===== src/rtl/dotp_pkg.sv =====
package dotp_pkg;

    // Control pipeline state of the engine
    typedef struct packed {
        logic busy;   // operation in flight
        logic vld;    // read data valid this cycle
        logic last;   // valid data is the final term
        logic zero;   // zero-length command pending
        logic done;   // result final
    } ctl_t;

endpackage


===== src/rtl/dotp_addr_gen.sv =====
module dotp_addr_gen #(
    parameter int AW = 10,
    parameter int LW = 9
) (
    input  logic          clk,
    input  logic          rst_n,
    input  logic          load_i,
    input  logic [AW-1:0] cbase_i,
    input  logic [AW-1:0] vbase_i,
    input  logic [LW-1:0] len_i,
    output logic          rd_o,
    output logic          last_o,
    output logic [AW-1:0] caddr_o,
    output logic [AW-1:0] vaddr_o
);

    typedef struct packed {
        logic          active;
        logic [LW-1:0] left;
        logic [AW-1:0] caddr;
        logic [AW-1:0] vaddr;
    } ag_t;

    ag_t st_d, st_q;

    always_comb begin
        st_d = st_q;
        if (load_i) begin
            st_d.caddr  = cbase_i;
            st_d.vaddr  = vbase_i;
            st_d.left   = len_i;
            st_d.active = (len_i != '0);
        end else if (st_q.active) begin
            st_d.caddr = st_q.caddr + 1'b1;
            st_d.vaddr = st_q.vaddr + 1'b1;
            st_d.left  = st_q.left - 1'b1;
            if (st_q.left == LW'(1)) begin
                st_d.active = 1'b0;
            end
        end
    end

    always_ff @(posedge clk or negedge rst_n) begin
        if (!rst_n) begin
            st_q <= '0;
        end else begin
            st_q <= st_d;
        end
    end

    assign rd_o    = st_q.active;
    assign last_o  = st_q.active && (st_q.left == LW'(1));
    assign caddr_o = st_q.caddr;
    assign vaddr_o = st_q.vaddr;

endmodule


===== src/rtl/dotp_mac.sv =====
module dotp_mac #(
    parameter int DW   = 16,
    parameter int ACCW = 40
) (
    input  logic            clk,
    input  logic            rst_n,
    input  logic            clr_i,
    input  logic            en_i,
    input  logic [DW-1:0]   coef_i,
    input  logic [DW-1:0]   var_i,
    output logic [ACCW-1:0] acc_o
);

    localparam int PW = 2 * DW;

    logic signed [PW-1:0]   prod;
    logic signed [ACCW-1:0] prod_ext;
    logic signed [ACCW-1:0] acc_d, acc_q;

    assign prod     = $signed(coef_i) * $signed(var_i);
    assign prod_ext = {{(ACCW-PW){prod[PW-1]}}, prod};

    always_comb begin
        acc_d = acc_q;
        if (clr_i) begin
            acc_d = '0;
        end else if (en_i) begin
            acc_d = acc_q + prod_ext;
        end
    end

    always_ff @(posedge clk or negedge rst_n) begin
        if (!rst_n) begin
            acc_q <= '0;
        end else begin
            acc_q <= acc_d;
        end
    end

    assign acc_o = acc_q;

endmodule


===== src/rtl/dotp_engine.sv =====
module dotp_engine
    import dotp_pkg::*;
#(
    parameter int DW     = 16,
    parameter int AW     = 10,
    parameter int MAXLEN = 256,
    parameter int ACCW   = 40,
    parameter int LW     = $clog2(MAXLEN + 1)
) (
    input  logic            clk,
    input  logic            rst_n,
    input  logic            start_i,
    input  logic [AW-1:0]   cbase_i,
    input  logic [AW-1:0]   vbase_i,
    input  logic [LW-1:0]   len_i,
    output logic            coef_rd_o,
    output logic [AW-1:0]   coef_addr_o,
    input  logic [DW-1:0]   coef_data_i,
    output logic            var_rd_o,
    output logic [AW-1:0]   var_addr_o,
    input  logic [DW-1:0]   var_data_i,
    output logic            busy_o,
    output logic            done_o,
    output logic [ACCW-1:0] result_o
);

    ctl_t ctl_d, ctl_q;
    logic accept;
    logic rd;
    logic last;

    assign accept = start_i && !ctl_q.busy;

    dotp_addr_gen #(.AW(AW), .LW(LW)) u_ag (
        .clk     (clk),
        .rst_n   (rst_n),
        .load_i  (accept),
        .cbase_i (cbase_i),
        .vbase_i (vbase_i),
        .len_i   (len_i),
        .rd_o    (rd),
        .last_o  (last),
        .caddr_o (coef_addr_o),
        .vaddr_o (var_addr_o)
    );

    dotp_mac #(.DW(DW), .ACCW(ACCW)) u_mac (
        .clk    (clk),
        .rst_n  (rst_n),
        .clr_i  (accept),
        .en_i   (ctl_q.vld),
        .coef_i (coef_data_i),
        .var_i  (var_data_i),
        .acc_o  (result_o)
    );

    always_comb begin
        ctl_d      = ctl_q;
        ctl_d.vld  = rd;
        ctl_d.last = rd && last;
        ctl_d.zero = accept && (len_i == '0);
        ctl_d.done = (ctl_q.vld && ctl_q.last) || ctl_q.zero;
        if (accept) begin
            ctl_d.busy = 1'b1;
        end else if (ctl_d.done) begin
            ctl_d.busy = 1'b0;
        end
    end

    always_ff @(posedge clk or negedge rst_n) begin
        if (!rst_n) begin
            ctl_q <= '0;
        end else begin
            ctl_q <= ctl_d;
        end
    end

    assign coef_rd_o = rd;
    assign var_rd_o  = rd;
    assign busy_o    = ctl_q.busy;
    assign done_o    = ctl_q.done;

endmodule


===== config.mk =====
export PLATFORM = sky130hd
export DESIGN_NAME = dotp_engine
export DESIGN_NICKNAME = d
export VERILOG_FILES = /design/src/rtl/dotp_pkg.sv /design/src/rtl/dotp_addr_gen.sv /design/src/rtl/dotp_mac.sv /design/src/rtl/dotp_engine.sv
export SDC_FILE = /design/constraint.sdc
export NUM_CORES = 1
export LEC_CHECK = 0
export ABC_CLOCK_PERIOD_IN_PS = 10050
export BUFFER_PORTS_ARGS = -buffer_cell sky130_fd_sc_hd__buf_4
export CAP_MARGIN = 30
export CORE_UTILIZATION = 60
export CTS_CLUSTER_SIZE = 10
export DETAILED_ROUTE_END_ITERATION = 10
export PLACE_DENSITY = 0.81
export SLEW_MARGIN = 30
export SYNTH_ARGS = -nofsm -noshare
export SYNTH_HDL_FRONTEND = slang
export SYNTH_HIERARCHICAL = 1
export SYNTH_SLANG_ARGS = --single-unit

===== constraint.sdc =====
create_clock -name clk -period 10.05 [get_ports clk]
set_clock_uncertainty 0.2 [all_clocks]
set_input_delay 0 -clock clk [delete_from_list [all_inputs] [get_ports clk]]
set_output_delay 0 -clock clk [all_outputs]
set_load 0.01 [all_outputs]

---- After elaboration in Yosys (flattened, before gate mapping) ----
Cells that the tools add are included.
word-level totals
  register bits ........................... 75
  latch bits .............................. 0
  RAM bits ................................ 0
  bits in read-only memories .............. 0
  input bits .............................. 64
  output and inout bits ................... 64
  word-level logic and storage cells ...... 35
  memories ................................ 0
cells by class
  $add $sub $neg .......................... 4
  multipliers ............................. 1
  div/mod/pow operators ................... 0
  $lt $le $gt $ge ......................... 0
  eq/ne operators ......................... 1
  shift-type cells ........................ 0
  muxes and demuxes ....................... 7
  bitwise gates (word level) .............. 0
  reduce and logical (&&, ||, !) cells .... 12
operators by type and width
  cell                                                                    number
  40-bit 2-to-1 mux                                                       2
  30-bit 2-to-1 mux                                                       2
  40-bit by 32-bit adder with 40-bit output                               1
  16-bit by 16-bit multiplier with 32-bit output                          1
  10-bit by 1-bit adder with 10-bit output (second input constant)        2
  9-bit by 1-bit equality test with 1-bit output (second input constant)  1
  9-bit zero test                                                         1
  9-bit nonzero test                                                      1
  9-bit by 1-bit subtractor with 9-bit output (second input constant)     1
  2-bit nonzero test                                                      3
  1-bit logical AND                                                       5
  1-bit 2-to-1 mux                                                        3
  1-bit zero test                                                         1
  1-bit logical OR                                                        1

---- Logic depth before layout (Yosys ltp) ----
Gate-level depths: netlist of the first run.
  depth after elaboration ................. 4
  depth in mapped cells ................... 23
  mapped depth without buffers ............ 23

---- By module ----
Netlist of the first run, hierarchy kept.
by module, submodules not included
  module         times used  cells an instance  area each (um2)  seq. area each (um2)
  dotp_mac       1           1504               13960.9          1001.0
  dotp_addr_gen  1           206                1845.5           750.7
  dotp_engine    1           15                 187.7            125.1

---- Worst setup path before layout of the first run ----
Ideal clock, no wire load.
  path type ............................... input to register
  start point ............................. input coef_data_i[15]
  end point ............................... register u_mac.acc_q[39], in the netlist u_mac/acc_o[39]
  setup time .............................. 0.128 ns
  arrival time ............................ 6.087 ns
  data required time ...................... 9.722 ns
  setup slack ............................. 3.636 ns
  stages on the path ...................... 22
  buffers on the path ..................... 1
  cells stage by stage .................... clkbuf_1 nand2_1 inv_1 fa_1 fa_1 inv_1 fa_1 inv_1 fa_1 fa_1 inv_1 fa_1 inv_1 ha_1 a21o_1 a31o_1 or4_1 a211oi_2 o31ai_2 a21o_1 a211oi_2 mux2_1
between the ends
  longest elaborated chain between the ends .. 4
RTL lines
  item                                            RTL line           text
  from (decl)                                     dotp_engine.sv:18  input logic [DW-1:0] coef_data_i,
  16-bit by 16-bit multiplier with 32-bit output  dotp_mac.sv:20     assign prod = $signed(coef_i) * $signed(var_i);
  40-bit by 32-bit adder with 40-bit output       dotp_mac.sv:28     acc_d = acc_q + prod_ext;
  40-bit 2-to-1 mux                               dotp_mac.sv:27     end else if (en_i) begin
  40-bit 2-to-1 mux                               dotp_mac.sv:25     if (clr_i) begin
  to (signal assigned)                            dotp_mac.sv:34     acc_q <= '0;
  to (signal assigned)                            dotp_mac.sv:36     acc_q <= acc_d;
  to (decl)                                       dotp_mac.sv:18     logic signed [ACCW-1:0] acc_d, acc_q;
No other way between the ends. The select of a mux whose other input is x is not followed.
A chain may end at the register's enable or synchronous reset.

---- Worst setup path in the final report of the first run ----
Same ends and word-level chain as after synthesis.

==> results.yml, run 1 <==
timing:
  max_freq_mhz: 154
  fin_crit_sh_pct: 64.8
  setup_ws_ns: 3.54
  tightest_slew_ns: 0.980
  rsz0062_at_grt: "no"
  max_slew_margin_pct: 34.4
  maxSlewViolCount: 0
  whs_ns: 0.0356
  setup_viol: 0
  hold_viol: 0
  finalSetupTns_ns: 0
  min_period_ns: 6.51
floorplanning:
  start_util_pct: 61.2
  fp-row-count: 59
  core-area_mm2: 0.0261
  die_w_um: 165
  die-area_mm2: 0.0273
  ios: 128
  die_h_um: 165
setup_path:
  end_kind: "flop"
  cp-start-kind: "input pin"
  cp_max_fo: 16
  worstPathArrival_ns: 6.52
  worstPathRequired_ns: 10.06
  path_class: "input pin to flop"
global_routing:
  globalRouteOverflowTotal: 0
  grt_pass1_wl_mm: 63.6
  grt_pass1_vias: 12814
  grt_antenna_before_repair: 0
  grt_max_degree: 76
  gr-usage-all-layers_pct: 29.7
yosys:
  yosys_warnings: 6
  synth_area_mm2: 0.0160
  synth_seq_cells: 75
  syn_inst: 1725
  ys_seq_area_share_pct: 11.7
  syn-num-nets: 2238
  synth_edf_count: 0
  synthArstFlopShare_pct: 100
  netlist-cell-type-count: 66
  ys.flop_type: "dfrtp_1"
  avgSynthCellArea_um2: 9.27
detailed_routing:
  wl_met3_mm: 2.51
  top_layer: "met4"
  drt_wl_total_mm: 37.5
  drt-pass1-iter-count: 8
  route.detailed.drc: 10
  ant_nets: 0
  met2WireLength_mm: 18.0
  wl_met1_mm: 16.5
  wl_per_cell_um: 17.3
  vias_per_cell: 5.61
  drt_iter0_markers: 790
  vias: 12147
final_layout:
  antenna_cells: 0
  final_common_cell: "inv_1"
  fillers: 2069
  nets: 2337
  layout-drive-gt1-share_pct: 8.64
  multi_input_area_mm2: 0.0121
  synthToLayoutAreaGrowth_pct: 10.3
  mostFrequentLayoutCells: "inv_1 (426), fa_1 (330), nand2_1 (187)"
  postLayoutCoreUtil_pct: 67.5
  seqCellArea_mm2: 0.00188
placed_design:
  portBuffers: 127
  preCtsSetupSlack_ns: 3.27
  place.gp.congestion: 0.919
  place_hpwl_mm: 30.1
clocking:
  cts_num_sinks: 75
  cts_tree: "built"
  clkSlewWorstSetupHoldPaths_ns: 0.06
  h-tree-depth: 3
  holdBufCountCts: 31
  cts_resized: 0
  root_buffer: "clkbuf_16"
  cts_setup_buffers: 0
  worstSkewPairLatency_ns: 0.34
  cts_max_path_buffers: 2
  cts_made_buffers: 9
worst_hold_path:
  min_path_type: "input pin to asynchronous set/reset pin"
job:
  maxCapViolations: 0
run_status:
  status: "complete, but fails checks"
  failed_checks: "design-rule violations"
==> critical path, cell delays in order <==
cell,delay [ns]
buf_4,0.17
nand2_1,0.15
inv_1,0.08
fa_1,0.77
fa_1,0.46
inv_1,0.31
fa_1,0.49
inv_1,0.09
fa_1,0.41
fa_1,0.50
inv_1,0.05
fa_1,0.49
inv_1,0.05
ha_1,0.35
a21o_1,0.23
a31o_1,0.27
or4_1,0.49
a211oi_2,0.21
o31ai_2,0.16
a21o_1,0.21
a211oi_2,0.22
mux2_1,0.34
==> cell type report <==
cell class,count,share of cell area (%)
clock buffers,10,1.30
clock inverters,6,0.418
inverters,427,9.09
multi-input cells,1150,68.9
flip-flops and latches,75,10.6
well taps,335,2.38
repair buffers,161,7.31
==> Yosys cell counts (6+ instances only) <==
cell,n,area [um^2]
a211oi_1,6,45.0
a21o_1,19,143
a21oi_1,38,190
a31oi_1,11,68.8
and2_1,117,732
and3_1,12,75.1
buf_4,21,158
clkbuf_1,44,165
dfrtp_1,75,1880
fa_1,330,6610
ha_1,119,1490
inv_1,426,1600
mux2i_1,20,200
nand2_1,187,702
nand3_1,21,105
nand4_1,11,68.8
nor2_1,67,251
nor3_1,9,45.0
o211ai_1,8,60.1
o21a_1,9,67.6
o21ai_0,33,165
o21bai_1,7,52.6
o31ai_1,6,45.0
or3_1,6,37.5
or4_1,13,97.6
xnor2_1,23,201
xor2_1,15,131
==> final timing paths <==
check | start | cells past startpoint | slack [ns] | endpoint
worst min-delay path | rst_n | 2 | 0.04 | u_mac/acc_o[32]$_DFFE_PN0P_
worst min register to register | ctl_q[1]$_DFF_PN0_ | 1 | 0.31 | done_o$_DFF_PN0_
min in group clk | var_data_i[0] | 5 | 0.16 | u_mac/acc_o[0]$_DFFE_PN0P_
worst max register to register | u_mac/acc_o[15]$_DFFE_PN0P_ | 18 | 4.19 | u_mac/acc_o[39]$_DFFE_PN0P_
max in group asynchronous | rst_n | 2 | 9.11 | u_ag/st_q[27]$_DFFE_PN0P_
worst max-delay path | coef_data_i[15] | 22 | 3.54 | u_mac/acc_o[39]$_DFFE_PN0P_
==> metal layers <==
metal | up-vias | global-route usage, %
li1 | 5420 | -
met5 | - | 0
met4 | 0 | 6.51
met3 | 50 | 3.07
met1 | 6162 | 42.2
met2 | 515 | 49.4
==> cells by family (layout without fill, tap and decap cells) <==
logic type	Yosys count	in the layout	synth area share, %
fa+ha+maj	449	449	50.6
xor+xnor	39	39	2.22
buf+inv	500	604	12.4
compound gates	173	173	7.31
simple gates	467	467	14.4
mux	22	22	1.39
flops	75	75	11.7
==> stage by stage <==
stage	instance area [um^2]	instances
4_1_cts	17600	2164
3_3_place_gp	17000	2117
2_1_floorplan	16000	1725
3_5_place_dp	17000	2117
5_1_grt	17600	2164
6_report	17600	2164
==> state kept, by name, summed over array words and instances, names as in the netlist <==
signal and flops:
u_mac/acc_o 40, u_ag/caddr_o 10, u_ag/vaddr_o 10, u_ag/st_q 9, ctl_q 3, busy_o 1
done_o 1, u_ag/rd_o 1
Power of run 1 is left out: the tool's default activity adds up to more than one toggle a clock period on the data nets, which glitch-free logic cannot reach.
==> run 2, diff against run 1 <==
--- a/config.mk
+++ b/config.mk
@@ -5,13 +5,13 @@
 export SDC_FILE = /design/constraint.sdc
 export NUM_CORES = 1
 export LEC_CHECK = 0
-export ABC_CLOCK_PERIOD_IN_PS = 10050
+export ABC_CLOCK_PERIOD_IN_PS = 5800
 export BUFFER_PORTS_ARGS = -buffer_cell sky130_fd_sc_hd__buf_4
 export CAP_MARGIN = 30
-export CORE_UTILIZATION = 60
+export CORE_UTILIZATION = 57
 export CTS_CLUSTER_SIZE = 10
 export DETAILED_ROUTE_END_ITERATION = 10
-export PLACE_DENSITY = 0.81
+export PLACE_DENSITY = 0.8
 export SLEW_MARGIN = 30
 export SYNTH_ARGS = -nofsm -noshare
 export SYNTH_HDL_FRONTEND = slang
==> constraint.sdc (replaced) <==
create_clock -name clk -period 5.8 [get_ports clk]
set_clock_uncertainty 0.2 [all_clocks]
set_input_delay 0 -clock clk [delete_from_list [all_inputs] [get_ports clk]]
set_output_delay 0 -clock clk [all_outputs]
set_load 0.01 [all_outputs]
==> results.yml, run 2 (synthesis results as in run 1) <==
run_status:
  status: "complete, but fails checks"
  failed_checks: "negative setup slack"
floorplanning:
  ios: 128
  die-area_mm2: 0.0287
  fp-row-count: 60
  start_util_pct: 58.7
  die_w_um: 170
  die_h_um: 170
  core-area_mm2: 0.0273
detailed_routing:
  ant_nets: 0
  wl_per_cell_um: 16.9
  route.detailed.drc: 0
  drt-pass1-iter-count: 5
  drt_wl_total_mm: 40.2
  vias_per_cell: 5.35
  drt_iter0_markers: 769
  vias: 12704
setup_path:
  rrSetupSlack_ns: 0.25
  cp-start-kind: "input pin"
  timing.critical_path.mode_cell: "fa_1"
  cp_max_fo: 9
  slowest_stage: "fa_1"
  worstReg2RegEnd: "u_mac/acc_o[39]$_DFFE_PN0P_"
  worstReg2RegStart: "u_mac/acc_o[15]$_DFFE_PN0P_"
  worstPathArrival_ns: 5.84
  rr_worst_depth: 18
  path_class: "input pin to flop"
  max_stage_delay_ns: 0.62
  end_kind: "flop"
  crit_chain: "buf_8 -> buf_6 -> and2_4 -> fa_1 -> fa_1 -> fa_1 -> fa_2 -> fa_1 -> inv_2 -> fa_1 -> inv_2 -> ha_4 -> a21oi_4 -> nor2_1 -> or4_4 -> a211oi_4 -> o31ai_4 -> a21o_1 -> a211oi_2 -> mux2_4"
  worstPathRequired_ns: 5.82
placed_design:
  portBuffers: 127
  place.gp.congestion: 0.916
  placed_area_mm2: 0.0184
  place_hpwl_mm: 33.2
  preCtsSetupSlack_ns: -0.463
  place_inst: 2317
final_layout:
  layout-drive-gt1-share_pct: 19.3
  nets: 2509
  mostFrequentLayoutCells: "inv_1 (418), fa_1 (320), buf_4 (285)"
  seqCellArea_mm2: 0.00188
  final_common_cell: "inv_1"
  multi_input_area_mm2: 0.0124
  fillers: 1954
  largest_reg_flops: 40
  antenna_cells: 0
  design_area_mm2: 0.0193
  synthToLayoutAreaGrowth_pct: 20.8
  layoutNonFillerInstCount: 2373
clocking:
  worstSkewPairLatency_ns: 0.34
  h-tree-depth: 3
  cts_tree: "built"
  cts_num_sinks: 75
  clkSlewWorstSetupHoldPaths_ns: 0.06
  root_buffer: "clkbuf_16"
  cts_max_path_buffers: 2
  cts_made_buffers: 9
timing:
  rsz0062_at_grt: "yes"
  setup_ws_ns: -0.0136
  tightest_slew_ns: 0.949
  fin_crit_sh_pct: 100
  min_period_ns: 5.81
  maxSlewViolCount: 0
  setup_viol: 1
  hold_viol: 0
  finalSetupTns_ns: -0.0136
  max_freq_mhz: 172
  max_slew_margin_pct: 36.7
global_routing:
  grt_pass1_vias: 14052
  grt-busiest-layer: "met2"
  gr-usage-all-layers_pct: 30.1
  gr-usage-met1_pct: 39.5
  grt_max_degree: 76
  grt_antenna_before_repair: 0
  grt_pass1_wl_mm: 68.1
  met3_usage_pct: 4.17
  use_met2_pct: 52.5
  globalRouteOverflowTotal: 0
job:
  maxCapViolations: 0
worst_hold_path:
  min_path_type: "input pin to asynchronous set/reset pin"
## run 2: cell types whose count changed in the layout (fill, tap and decap cells not counted), moves of 5 or more
cell,delta
nor2_1,-5
inv_2,+6
a21oi_1,-5
ha_4,+6
buf_4,+156
nand2_2,+5
fa_1,-10
fa_2,+10
buf_6,+11
ha_1,-9
nor2_2,+5
inv_1,-8
nand2_1,-6
## run 2: how the worst max path moves through the flow
stage,startpoint,end,slack (ns)
final,coef_data_i[8],u_mac/acc_o[39]$_DFFE_PN0P_,-0.01
after global routing,var_data_i[15],u_mac/acc_o[34]$_DFFE_PN0P_,-0.20
after CTS,var_data_i[4],u_mac/acc_o[39]$_DFFE_PN0P_,0.0004
after detailed placement,var_data_i[4],u_mac/acc_o[39]$_DFFE_PN0P_,-0.46
after global placement,coef_data_i[15],u_mac/acc_o[39]$_DFFE_PN0P_,-0.31
after floorplan,var_data_i[3],u_mac/acc_o[39]$_DFFE_PN0P_,-0.12
## run 2: layout make-up
| type | instances | area share [%] |
|---|---|---|
| clock inverter | 6 | 0.382 |
| inverter | 427 | 8.33 |
| tap | 372 | 2.41 |
| multi-input combinational | 1150 | 64.1 |
| timing repair buffer | 333 | 13.8 |
| sequential | 75 | 9.72 |
| clock buffer | 10 | 1.18 |
## run 2: worst max-delay path: cells and delay by family
family                     cells  cell delay [ns]
adders and majority gates      7             3.43
AOI/OAI and AO/OA              5             1.01
and+or+nand+nor                3             0.71
buffers and inverters          4             0.35
muxes                          1             0.32
## run 2: repair_timing
item | in CTS | in global routing
cloned | 0 | 0
pin swaps | 2 | 25
buffers inserted | 1 | 8
hold buffers | 31 | 0
hold endpoints to repair | 119 | 0
setup endpoints to repair | 2 | 18
resized for setup | 9 | 59
## run 2: stage by stage
stage | utilization [%] | hold WS (ns)
6_report | 70.9 | 0.0623
4_1_cts | 69.9 | 0.0926
5_1_grt | 70.9 | 0.125
3_3_place_gp | 67.5 | 0.00324
2_1_floorplan | - | -0.496
3_5_place_dp | 67.5 | 0.0109
## run 2: metal layers
layer  vias up  wire length [um]
met5         -                 0
met4         0               686
met3        63              2510
met2       474             20600
met1      6399             16400
li1       5768                 -
Power of run 2 is left out for the same reason.
==> run 3, diff against run 2 <==
--- a/config.mk
+++ b/config.mk
@@ -12,6 +12,7 @@
 export CTS_CLUSTER_SIZE = 10
 export DETAILED_ROUTE_END_ITERATION = 10
 export PLACE_DENSITY = 0.8
+export SETUP_SLACK_MARGIN = 0.2
 export SLEW_MARGIN = 30
 export SYNTH_ARGS = -nofsm -noshare
 export SYNTH_HDL_FRONTEND = slang
==> constraint.sdc (replaced) <==
create_clock -name clk -period 5.8 [get_ports clk]
set_clock_uncertainty 0.2 [all_clocks]
set_input_delay 0 -clock clk [delete_from_list [all_inputs] [get_ports clk]]
set_output_delay 0 -clock clk [all_outputs]
set_load 0.05 [all_outputs]
==> results.yml, run 3 (synthesis results as in run 1) <==
clocking:
  root_buffer: "clkbuf_16"
  worstSkewPairLatency_ns: 0.34
  h-tree-depth: 3
  cts_max_path_buffers: 2
  cts_made_buffers: 9
  cts_tree: "built"
  clkSlewWorstSetupHoldPaths_ns: 0.06
  cts_num_sinks: 75
floorplanning:
  fp-row-count: 60
  ios: 128
  die_w_um: 170
  core-area_mm2: 0.0273
  die-area_mm2: 0.0287
  start_util_pct: 58.7
  die_h_um: 170
final_layout:
  largest_reg_flops: 40
  antenna_cells: 0
  fillers: 1812
  synthToLayoutAreaGrowth_pct: 24.9
  layoutNonFillerInstCount: 2385
  layout-drive-gt1-share_pct: 22.5
  mostFrequentLayoutCells: "inv_1 (409), fa_1 (319), buf_4 (264)"
  final_common_cell: "inv_1"
  postLayoutCoreUtil_pct: 73.3
  nets: 2521
global_routing:
  globalRouteOverflowTotal: 0
  grt_pass1_wl_mm: 68.1
  grt_pass1_vias: 14040
  grt_antenna_before_repair: 0
  grt_max_degree: 76
  gr-usage-all-layers_pct: 30.2
detailed_routing:
  wl_per_cell_um: 17.6
  route.detailed.drc: 0
  ant_nets: 0
  drt_wl_total_mm: 42.0
  vias_per_cell: 5.42
  vias: 12935
  drt-pass1-iter-count: 5
  drt_iter0_markers: 988
timing:
  tightest_slew_ns: 1.01
  rsz0062_at_grt: "yes"
  max_freq_mhz: 173
  hold_viol: 0
  whs_ns: 0.0510
  min_period_ns: 5.77
  setup_viol: 0
  maxSlewViolCount: 0
  max_slew_margin_pct: 32.6
  fin_crit_sh_pct: 99.4
placed_design:
  place_inst: 2312
  place_hpwl_mm: 33.2
  portBuffers: 127
  place.gp.congestion: 0.916
setup_path:
  cp-start-kind: "input pin"
  path_delay_family: "adder cells"
  timing.critical_path.mode_cell: "fa_1"
  crit_chain: "buf_16 -> and2_4 -> fa_2 -> fa_1 -> inv_4 -> fa_1 -> inv_2 -> fa_2 -> fa_1 -> inv_1 -> fa_1 -> inv_2 -> ha_4 -> a21o_1 -> a31o_1 -> or4_4 -> a211oi_4 -> o31ai_4 -> a21o_1 -> a211oi_2 -> mux2_1"
  slowest_stage: "fa_1"
  worstPathArrival_ns: 5.78
  path_buf_inv: 5
  end_kind: "flop"
  max_stage_delay_ns: 0.58
  worstPathRequired_ns: 5.82
  path_class: "input pin to flop"
  cp_max_fo: 7
worst_hold_path:
  min_path_type: "input pin to asynchronous set/reset pin"
run_status:
  status: "complete, no violations"
job:
  maxCapViolations: 0
run 3: cell count changes in the layout (fill, tap and decap cells not counted), sizes merged:
cell	previous run	this run
buf	302	314
run 3: layer usage:
layer  track usage, %  share of wire, %  vias to the layer above
met4             8.77               2.4                        0
met2             51.7                50                      500
li1                 -                 -                     5798
met1             40.0                41                     6541
met5                0                 0                        -
met3             4.22               6.1                       96
run 3: final timing paths:
check	from	to	slack, ns	cells after the start
max	coef_data_i[15]	u_mac/acc_o[39]$_DFFE_PN0P_	0.03	21
min	rst_n	u_mac/acc_o[31]$_DFFE_PN0P_	0.05	2
max reg2reg	u_mac/acc_o[15]$_DFFE_PN0P_	u_mac/acc_o[39]$_DFFE_PN0P_	0.22	18
min reg2reg	ctl_q[1]$_DFF_PN0_	done_o$_DFF_PN0_	0.25	1
max in group asynchronous	rst_n	ctl_q[3]$_DFF_PN0_	4.80	2
min in group clk	var_data_i[0]	u_mac/acc_o[0]$_DFFE_PN0P_	0.16	5
run 3: what timing repair did:
action                                  in CTS  in global routing
hold buffers                                31                  0
endpoints found under the setup margin       8                 21
pin swaps                                   25                 72
setup buffers                                6                 18
endpoints found under the hold margin      107                  0
cloned                                       1                  0
resized for setup                           44                128
run 3: cell type report:
type | instances | area (um^2) | share of cell area [%]
Clock buffer | 10 | 229 | 1.15
Clock inverter | 6 | 73.8 | 0.370
Inverter | 427 | 1610 | 8.06
Multi-Input combinational cell | 1150 | 12700 | 63.8
Sequential cell | 75 | 1880 | 9.40
Tap cell | 372 | 465 | 2.33
Timing Repair Buffer | 345 | 2970 | 14.9
run 3: stage by stage:
step	setup TNS (ns)	worst slack (ns)	instance area (um^2)
after global placement	-1.58	-0.286	18400
after CTS	0	0.0969	19300
after detailed placement	-2.58	-0.466	18400
after floorplan	-0.156	-0.124	16200
after global routing	-0.0956	-0.0715	20000
final	0	0.0325	20000
Power of run 3 is left out for the same reason.
